<file path="src/rtl/agu_pkg.sv">
package agu_pkg;
    typedef enum logic [2:0] {
        AM_DIRECT   = 3'd0,
        AM_INDIRECT = 3'd1,
        AM_DISP     = 3'd2,
        AM_PREDEC   = 3'd3,
        AM_POSTINC  = 3'd4
    } am_e;

    typedef enum logic [1:0] {
        ST_IDLE   = 2'd0,
        ST_CALC   = 2'd1,
        ST_ACCESS = 2'd2,
        ST_FAULT  = 2'd3
    } agu_state_e;
endpackage

</file>
<file path="src/rtl/agu_req_reg.sv">
module agu_req_reg #(
    parameter int AW = 16,
    parameter int DW = 6,
    parameter int NP = 3,
    parameter int SW = 2
) (
    input  logic                   clk,
    input  logic                   rst_n,
    input  logic                   load,
    input  logic [2:0]             mode_in,
    input  logic [SW-1:0]          sel_in,
    input  logic [AW-1:0]          direct_in,
    input  logic [DW-1:0]          disp_in,
    input  logic [NP-1:0][AW-1:0]  ptrs_in,
    output logic [2:0]             mode_q,
    output logic [SW-1:0]          sel_q,
    output logic [AW-1:0]          direct_q,
    output logic [DW-1:0]          disp_q,
    output logic [NP-1:0][AW-1:0]  ptrs_q
);
    always_ff @(posedge clk) begin
        if (!rst_n) begin
            mode_q   <= '0;
            sel_q    <= '0;
            direct_q <= '0;
            disp_q   <= '0;
            ptrs_q   <= '0;
        end else if (load) begin
            mode_q   <= mode_in;
            sel_q    <= sel_in;
            direct_q <= direct_in;
            disp_q   <= disp_in;
            ptrs_q   <= ptrs_in;
        end
    end
endmodule

</file>
<file path="src/rtl/agu_addr_calc.sv">
module agu_addr_calc
    import agu_pkg::*;
#(
    parameter int           AW      = 16,
    parameter int           DW      = 6,
    parameter int           NP      = 3,
    parameter int           SW      = 2,
    parameter logic [NP-1:0] DISP_OK = 3'b110
) (
    input  logic [2:0]             mode,
    input  logic [SW-1:0]          sel,
    input  logic [AW-1:0]          direct,
    input  logic [DW-1:0]          disp,
    input  logic [NP-1:0][AW-1:0]  ptrs,
    output logic [AW-1:0]          ea,
    output logic [AW-1:0]          nxt,
    output logic                   upd,
    output logic                   bad
);
    logic [AW-1:0] base;
    logic          sel_ok;
    logic          disp_ok;

    always_comb begin
        base    = '0;
        sel_ok  = 1'b0;
        disp_ok = 1'b0;
        for (int i = 0; i < NP; i++) begin
            if (sel == SW'(i)) begin
                base    = ptrs[i];
                sel_ok  = 1'b1;
                disp_ok = DISP_OK[i];
            end
        end
    end

    always_comb begin
        ea  = base;
        nxt = base;
        upd = 1'b0;
        bad = 1'b0;
        case (mode)
            3'(AM_DIRECT): begin
                ea = direct;
            end
            3'(AM_INDIRECT): begin
                bad = !sel_ok;
            end
            3'(AM_DISP): begin
                ea  = base + AW'(disp);
                bad = !disp_ok;
            end
            3'(AM_PREDEC): begin
                nxt = base - AW'(1);
                ea  = nxt;
                upd = sel_ok;
                bad = !sel_ok;
            end
            3'(AM_POSTINC): begin
                nxt = base + AW'(1);
                upd = sel_ok;
                bad = !sel_ok;
            end
            default: begin
                bad = 1'b1;
            end
        endcase
    end
endmodule

</file>
<file path="src/rtl/agu_ctrl.sv">
module agu_ctrl
    import agu_pkg::*;
(
    input  logic clk,
    input  logic rst_n,
    input  logic req_valid,
    input  logic calc_bad,
    output logic accept,
    output logic capture,
    output logic busy,
    output logic in_access,
    output logic in_fault
);
    agu_state_e state_q, state_d;

    always_ff @(posedge clk) begin
        if (!rst_n) state_q <= ST_IDLE;
        else        state_q <= state_d;
    end

    always_comb begin
        state_d = state_q;
        unique case (state_q)
            ST_IDLE:   if (req_valid) state_d = ST_CALC;
            ST_CALC:   state_d = calc_bad ? ST_FAULT : ST_ACCESS;
            ST_ACCESS: state_d = ST_IDLE;
            ST_FAULT:  state_d = ST_IDLE;
        endcase
    end

    always_comb begin
        accept    = 1'b0;
        capture   = 1'b0;
        busy      = 1'b0;
        in_access = 1'b0;
        in_fault  = 1'b0;
        unique case (state_q)
            ST_IDLE:   accept = req_valid;
            ST_CALC:   begin busy = 1'b1; capture = 1'b1; end
            ST_ACCESS: begin busy = 1'b1; in_access = 1'b1; end
            ST_FAULT:  begin busy = 1'b1; in_fault = 1'b1; end
        endcase
    end


    access_after_calc_chk: assert property (@(posedge clk) disable iff (!rst_n)
        (state_q == ST_ACCESS) |-> ($past(state_q) == ST_CALC));


    fault_after_calc_chk: assert property (@(posedge clk) disable iff (!rst_n)
        (state_q == ST_FAULT) |-> ($past(state_q) == ST_CALC));


    calc_after_accept_chk: assert property (@(posedge clk) disable iff (!rst_n)
        (state_q == ST_CALC) |-> $past(accept));
endmodule

</file>
<file path="src/rtl/dspace_agu.sv">
module dspace_agu
    import agu_pkg::*;
#(
    parameter int AW = 16,
    parameter int DW = 6
) (
    input  logic          clk,
    input  logic          rst_n,
    input  logic          req_valid,
    input  logic [2:0]    req_mode,
    input  logic [1:0]    req_ptr,
    input  logic [AW-1:0] req_direct,
    input  logic [DW-1:0] req_disp,
    input  logic [AW-1:0] ptr_x,
    input  logic [AW-1:0] ptr_y,
    input  logic [AW-1:0] ptr_z,
    output logic          busy,
    output logic          addr_valid,
    output logic [AW-1:0] eff_addr,
    output logic          ptr_wb_en,
    output logic [1:0]    ptr_wb_sel,
    output logic [AW-1:0] ptr_wb_data,
    output logic          mode_err
);
    localparam int NP = 3;
    localparam int SW = $clog2(NP + 1);

    logic                  accept, capture, in_access, in_fault;
    logic [2:0]            mode_q;
    logic [SW-1:0]         sel_q;
    logic [AW-1:0]         direct_q;
    logic [DW-1:0]         disp_q;
    logic [NP-1:0][AW-1:0] ptrs_in, ptrs_q;
    logic [AW-1:0]         calc_ea, calc_nxt;
    logic                  calc_upd, calc_bad;
    logic [AW-1:0]         ea_q, nxt_q;
    logic                  upd_q;
    logic [SW-1:0]         wsel_q;
    logic [2:0]            amode_q;

    assign ptrs_in = {ptr_z, ptr_y, ptr_x};

    agu_ctrl u_ctrl (
        .clk       (clk),
        .rst_n     (rst_n),
        .req_valid (req_valid),
        .calc_bad  (calc_bad),
        .accept    (accept),
        .capture   (capture),
        .busy      (busy),
        .in_access (in_access),
        .in_fault  (in_fault)
    );

    agu_req_reg #(.AW(AW), .DW(DW), .NP(NP), .SW(SW)) u_req (
        .clk       (clk),
        .rst_n     (rst_n),
        .load      (accept),
        .mode_in   (req_mode),
        .sel_in    (SW'(req_ptr)),
        .direct_in (req_direct),
        .disp_in   (req_disp),
        .ptrs_in   (ptrs_in),
        .mode_q    (mode_q),
        .sel_q     (sel_q),
        .direct_q  (direct_q),
        .disp_q    (disp_q),
        .ptrs_q    (ptrs_q)
    );

    agu_addr_calc #(.AW(AW), .DW(DW), .NP(NP), .SW(SW)) u_calc (
        .mode   (mode_q),
        .sel    (sel_q),
        .direct (direct_q),
        .disp   (disp_q),
        .ptrs   (ptrs_q),
        .ea     (calc_ea),
        .nxt    (calc_nxt),
        .upd    (calc_upd),
        .bad    (calc_bad)
    );

    always_ff @(posedge clk) begin
        if (!rst_n) begin
            ea_q    <= '0;
            nxt_q   <= '0;
            upd_q   <= 1'b0;
            wsel_q  <= '0;
            amode_q <= '0;
        end else if (capture) begin
            ea_q    <= calc_ea;
            nxt_q   <= calc_nxt;
            upd_q   <= calc_upd && !calc_bad;
            wsel_q  <= sel_q;
            amode_q <= mode_q;
        end
    end

    assign addr_valid  = in_access;
    assign eff_addr    = ea_q;
    assign ptr_wb_en   = in_access && upd_q;
    assign ptr_wb_sel  = 2'(wsel_q);
    assign ptr_wb_data = nxt_q;
    assign mode_err    = in_fault;


    wb_in_access_chk: assert property (@(posedge clk) disable iff (!rst_n)
        ptr_wb_en |-> addr_valid);


    wb_single_chk: assert property (@(posedge clk) disable iff (!rst_n)
        ptr_wb_en |=> !ptr_wb_en);


    err_no_access_chk: assert property (@(posedge clk) disable iff (!rst_n)
        mode_err |-> (!addr_valid && !ptr_wb_en));


    predec_same_chk: assert property (@(posedge clk) disable iff (!rst_n)
        (ptr_wb_en && amode_q == 3'(AM_PREDEC)) |-> (eff_addr == ptr_wb_data));


    postinc_step_chk: assert property (@(posedge clk) disable iff (!rst_n)
        (ptr_wb_en && amode_q == 3'(AM_POSTINC)) |-> (ptr_wb_data == eff_addr + AW'(1)));


    idle_quiet_chk: assert property (@(posedge clk) disable iff (!rst_n)
        !busy |-> (!addr_valid && !mode_err && !ptr_wb_en));
endmodule

</file>
<file path="config.mk">
export PLATFORM = sky130hd
export DESIGN_NAME = dspace_agu
export DESIGN_NICKNAME = d
export VERILOG_FILES = /design/src/rtl/agu_pkg.sv /design/src/rtl/agu_req_reg.sv /design/src/rtl/agu_addr_calc.sv /design/src/rtl/agu_ctrl.sv /design/src/rtl/dspace_agu.sv
export SDC_FILE = /design/constraint.sdc
export NUM_CORES = 1
export LEC_CHECK = 0
export BUFFER_PORTS_ARGS = -buffer_cell sky130_fd_sc_hd__buf_2
export CAP_MARGIN = 20
export CORE_MARGIN = 3
export CORE_UTILIZATION = 45
export CTS_BUF_LIST = sky130_fd_sc_hd__clkbuf_16
export DETAILED_ROUTE_END_ITERATION = 6
export PLACE_DENSITY = 0.66
export SYNTH_ARGS = -nofsm -noshare
export SYNTH_HDL_FRONTEND = slang
export SYNTH_HIERARCHICAL = 1
export SYNTH_SLANG_ARGS = --single-unit
</file>
<file path="constraint.sdc">
create_clock -name clk -period 3.7 [get_ports clk]
set_input_delay 0.74 -clock clk [delete_from_list [all_inputs] [get_ports clk]]
set_output_delay 0.74 -clock clk [all_outputs]
set_load 0.02 [all_outputs]
</file>
# Word level (Yosys, flattened, before mapping)
# Cells that the tools add are included.
totals:
  out_inout_bits: 38
  elab_cells: 57
  register_bits: 112
classes:
  eq_ne: 10
  n_reduce_logical: 12
  n_addsub: 3
  mux: 20
ops:
  columns: ["operator", "n"]
  rows:
  - ["2-to-1 mux 16 bit", 3]
  - ["case mux 16 bit (3 select lines)", 1]
  - ["case mux 16 bit (2 select lines)", 1]
  - ["adder 16 x 1 -> 16 bit, second input constant", 1]
  - ["adder 16 x 6 -> 16 bit", 1]
  - ["subtractor 16 x 1 -> 16 bit, second input constant", 1]
  - ["2-to-1 mux 1 bit", 12]
  - ["equality test 2 bit, second input constant", 3]
  - ["equality test 3 x 2 -> 1 bit, second input constant", 2]
  - ["case mux 2 bit (3 select lines)", 1]
  - ["OR reduction 3 bit", 2]
  - ["equality test 2 x 1 -> 1 bit, second input constant", 2]
  - ["logical NOT 2 bit", 2]
  - ["OR reduction 2 bit", 2]
  - ["equality test 3 x 1 -> 1 bit, second input constant", 1]
  - ["equality test 3 bit, second input constant", 1]
  - ["logical NOT 1 bit", 3]
  - ["logical NOT 3 bit", 1]
  - ["case mux 1 bit (3 select lines)", 1]
  - ["logical AND 1 bit", 2]
  - ["2-to-1 mux 2 bit", 1]
  - ["!= test 2 bit, second input constant", 1]

# Depth between registers and ports, before layout
depth:
  depth_word: 8
  ltp_mapped: 16

# Modules after synthesis
# Netlist, hierarchy kept.
by_module_without_submodules:
  columns: ["mod", "n_inst", "seq_area_each_um2", "cells_per_inst", "area_per_inst_um2"]
  rows:
  - ["agu_req_reg", 1, 1501.4, 242, 2895.3]
  - ["agu_addr_calc", 1, 0.0, 342, 2244.7]
  - ["dspace_agu", 1, 700.7, 114, 1362.6]
  - ["agu_ctrl", 1, 40.0, 11, 105.1]

# Worst setup path before layout
# OpenSTA, ideal clock, no wires.
synth_path:
  path_type: "reg2reg"
  startpoint: "register u_req.sel_q[1]"
  endpoint: "register ea_q[7], in the netlist eff_addr[7]"
  period_less_slack_ns: 3.180
  n_path_buf: 2
  setup_slack_ns: 0.520
  setup_time_ns: 0.116
  stages_incl_launch_ff: 14
  t_arrival_ns: 3.064
  cell_sequence: "dfxtp_1 inv_1 ha_1 buf_2 nand3b_1 a21oi_2 clkbuf_1 ha_1 and3_1 a221oi_2 o41ai_1 a221o_1 mux2i_1 nor2b_1"
synth_via:
  elab_chain_len: 6
  word_cells_on_any_way: 9
synth_rtl:
  columns: ["item", "line_no", "source"]
  rows:
  - ["start, declared", "agu_req_reg.sv:16", "output logic [SW-1:0] sel_q,"]
  - ["start signal, assigned", "agu_req_reg.sv:30", "sel_q <= sel_in;"]
  - ["logical NOT 2 bit", "agu_addr_calc.sv:29", "if (sel == SW'(i)) begin"]
  - ["2-to-1 mux 16 bit (2 in series)", "agu_addr_calc.sv:29", null]
  - ["2-to-1 mux 16 bit *", "agu_addr_calc.sv:29", null]
  - ["subtractor 16 x 1 -> 16 bit / adder 16 x 6 -> 16 bit (equally long branches)", "agu_addr_calc.sv:54, agu_addr_calc.sv:50", null]
  - ["case mux 16 bit (3 select lines) *", "agu_addr_calc.sv:42", "case (mode)"]
  - ["via calc_ea[7]", "dspace_agu.sv:34", "logic [AW-1:0] calc_ea, calc_nxt;"]
  - ["end signal, assigned", "dspace_agu.sv:91", "ea_q <= calc_ea;"]
  - ["end, declared", "dspace_agu.sv:36", "logic [AW-1:0] ea_q, nxt_q;"]
# Mark *: on every way through the listed nets, which the timed path passes. The rest lies on a longest branch.
# A chain may end at the register's enable or synchronous reset.

# Final worst setup path
layout_path:
  startpoint: "register u_req.sel_q[1]"
  endpoint: "register ea_q[10], in the netlist eff_addr[10]"
# The elaborated chain is that of the path after synthesis.

==> out/metrics.cfg <==
[synth]
synthMuxAreaShare_pct=16.7
synth_edf_count=0
syn_nets=799
yosys-top-cells-area=dfxtp_1 34%, mux2i_1 17%, nor2b_1 11%
synth_top_area_cell=dfxtp_1
synthTopCellsByCount=114 x nor2b_1, 112 x dfxtp_1, 110 x mux2i_1
synth_top_family_by_area=simple AND/OR/NAND/NOR gates
yosysSeqAreaShare_pct=33.9
ys.flop_type=dfxtp_1
synth-compound-area-share_pct=15.1
synthSimpleGateAreaFrac_pct=22.2
avgSynthCellArea_um2=9.32
yosysMostFrequentCell=nor2b_1
synthAdderAreaFrac_pct=2.27
async_flop_share_pct=0
yosysTopAreaCellShare_pct=33.9
syn_inst=709
netlist_area_mm2=0.00661
yosys_warnings=6
synth_xor_area_share_pct=3.05
ys_ff_latch=112
synth.distinct_cells=69

[setup_path]
reg2reg_from=u_req/sel_q[1]
crit_start=u_req/sel_q[1]
crit_required_ns=3.94
crit_end=eff_addr[10]
worstPathCellList=inv_1 > ha_1 > and3b_1 > o21a_1 > inv_2 > xnor2_1 > ha_1 > a21oi_1 > nor3_1 > o22ai_1 > buf_4 > o211a_1 > o31ai_1 > o211ai_1 > mux2i_1 > nor2b_1
path_max_fanout=13
start_kind=flop
reg2reg_slack_ns=0.20
r2r_end=eff_addr[10]
crit_arrival_ns=3.75
worst-path-stages=16
r2r_cells=16
crit_family=compound AO/OA/AOI/OAI gates
path_buf_inv=3
path_class=reg2reg
cp_slowest_cell=dfxtp_1
max_stage_delay_ns=0.41
worstSetupEndpointType=flop
cp_common_cell=ha_1

[sta]
fmaxAchievable_ghz=0.285
period_share_pct=94.7
skew_ns=0.00958
timing_hold_violations_final=0
slew_viol_final=0
tns_ns=0
rsz0062_at_grt=no
max_slew_margin_pct=38.8
final-setup-viol-count=0
finalCriticalPeriod_ns=3.50
worstMarginPinSlew_ns=0.917

[clocking]
cts_buffers=9
hold_buffers=0
htreeDepth=3
clk_latency_ns=0.35
clock-root-buffer=clkbuf_16
clockBufferDepth=2
cts.sinks=112
cts_tree=built
post_cts_buffers=0
clkTransAtPathRegs_ns=0.07
cts-resized-gates=0

[route]
dr.first_iter.drc_count=301
drtAntennaViolNets=0
route.detailed.drc=0
vias=5520
wire_per_inst_um=17.8
avgViaCountPerCell=5.53
totalWireLength_mm=17.8
dr.pass1.iters=5

[floorplan]
rows=43
initial_core_util_pct=46.9
die_w_um=127
die_h_um=127
core_mm2=0.0141
fp.dieArea_mm2=0.0162
io_pins=116

[finish]
drive_gt1_share_pct=21.7
final_core_utilization_pct=53.5
nets=905
antenna_cells=0
synthToLayoutAreaGrowth_pct=14.2

[power_and_ir_drop]
swShare_pct=31.5
ir_worst_vdd_v=0.000195
switching_power_uw=951
pwr-share-comb_pct=27.2
p_leak_nw=3.11
clockPowerShare_pct=28.8
seqPwrFrac_pct=44.1
intPower_mw=2.06
pwr_density_cell_mw_per_mm2=399

[global_routing]
grt_pass1_wl_mm=28.7
grt_usage_pct=22.1
grt.overflow.total=0
grt_start_max_net_pins=49
antenna_found_initial=0
grt_pass1_vias=5294

[place]
gp_congestion=0.928
portBuffers=115
dpl.hpwl_mm=13.8

[min_path]
hp-class=reg2reg

[run_status]
status=finished, final reports clean

[flow_run]
max_cap_viol_count=0

[layer usage]
| metal | up-vias | share of wire [%] | GRT usage (%) | routed length, um |
|---|---|---|---|---|
| li1 | 2739 | - | - | - |
| met1 | 2539 | 48 | 32.2 | 8530 |
| met2 | 220 | 44 | 33.4 | 7760 |
| met3 | 22 | 6.9 | 3.76 | 1220 |
| met4 | 0 | 1.5 | 6.50 | 265 |
| met5 | - | 0 | 0 | 0 |
[power by group through the flow]
stage	sequential, mW	combinational (mW)	clock [mW]
2_1_floorplan	1.35	0.594	0
3_3_place_gp	1.35	0.790	0
3_5_place_dp	1.36	0.797	0
4_1_cts	1.33	0.799	0.889
5_1_grt	1.34	0.897	0.934
6_report	1.33	0.818	0.867
[final cells by class]
class,instances,area (um2)
fill,1318,6550
multi-input combinational,530,3960
sequential,112,2240
timing repair buffer,140,776
clock buffer,9,225
tap,180,225
inverter,22,82.6
clock inverter,6,30.0
[how the worst min path moves through the flow]
| stage | from | endpoint | slack, ns | cells past startpoint |
|---|---|---|---|---|
| finish | upd_q | upd_q | 0.48 | 2 |
| CTS | upd_q | upd_q | 0.48 | 2 |
| global route | upd_q | upd_q | 0.54 | 2 |
| floorplan | upd_q | upd_q | 0.44 | 2 |
| global placement | upd_q | upd_q | 0.46 | 2 |
| detailed placement | upd_q | upd_q | 0.46 | 2 |
[cell families (layout without fill, tap and decap cells)]
kind of cell    Yosys count  count (layout)
simple gates            242             242
mux                     110             110
fa+ha+maj                12              12
compound gates          143             143
flops                   112             112
buf+inv                  67             177
xor+xnor                 23              23
[placed cells by master (no fill, tap or decap), types with 3 or more instances in the layout]
master and count:
dfxtp_1 112, a21oi_2 4, o221ai_1 5, a22oi_1 11, a31oi_1 7, nor2_1 31
o31ai_1 3, clkbuf_16 9, nor4_4 3, clkinv_1 3, o21ai_0 19, a21o_1 6
nand3_1 8, buf_2 115, inv_2 3, nor3_2 3, o311ai_0 3, ha_1 10
nor2b_1 113, nand3b_1 14, a21oi_1 30, buf_4 24, inv_1 20, nor4_1 3
nand2b_1 4, nor3_1 7, nand4_1 6, mux2i_1 110, o211ai_1 9, and2_1 4
a22o_1 8, nand2_1 29, o22ai_1 9, o21a_1 5, xnor2_1 22
[flip-flops by register name, summed over array words and instances (netlist names)]
| signal | count |
|---|---|
| eff_addr | 16 |
| u_req/sel_q | 2 |
| u_req/direct_q | 16 |
| u_req/disp_q | 6 |
| u_ctrl/state_q | 2 |
| u_req/ptrs_q | 48 |
| u_req/mode_q | 3 |
| ptr_wb_sel | 2 |
| upd_q | 1 |
| ptr_wb_data | 16 |
[worst register-to-register path, delay by kind of cell, from the launching register on]
kind | cells | cell delay [ns]
xor+xnor | 1 | 0.17
flops | 1 | 0.41
mux | 1 | 0.19
simple gates | 3 | 0.62
compound gates | 6 | 1.08
fa+ha+maj | 2 | 0.53
buf+inv | 3 | 0.40
[through the flow]
stage / std cells / setup WS [ns] / power (mW) / instance area, um2 / hold WS, ns
floorplan: 709 / 0.520 / 1.94 / 6610 / 0.442
global placement: 984 / 0.390 / 2.14 / 7260 / 0.461
detailed placement: 984 / 0.264 / 2.15 / 7260 / 0.464
CTS: 999 / 0.230 / 3.02 / 7510 / 0.478
global route: 999 / 0.0224 / 3.17 / 7540 / 0.545
finish: 999 / 0.197 / 3.01 / 7540 / 0.480
No activity file was read; power rests on OpenSTA's default activity.
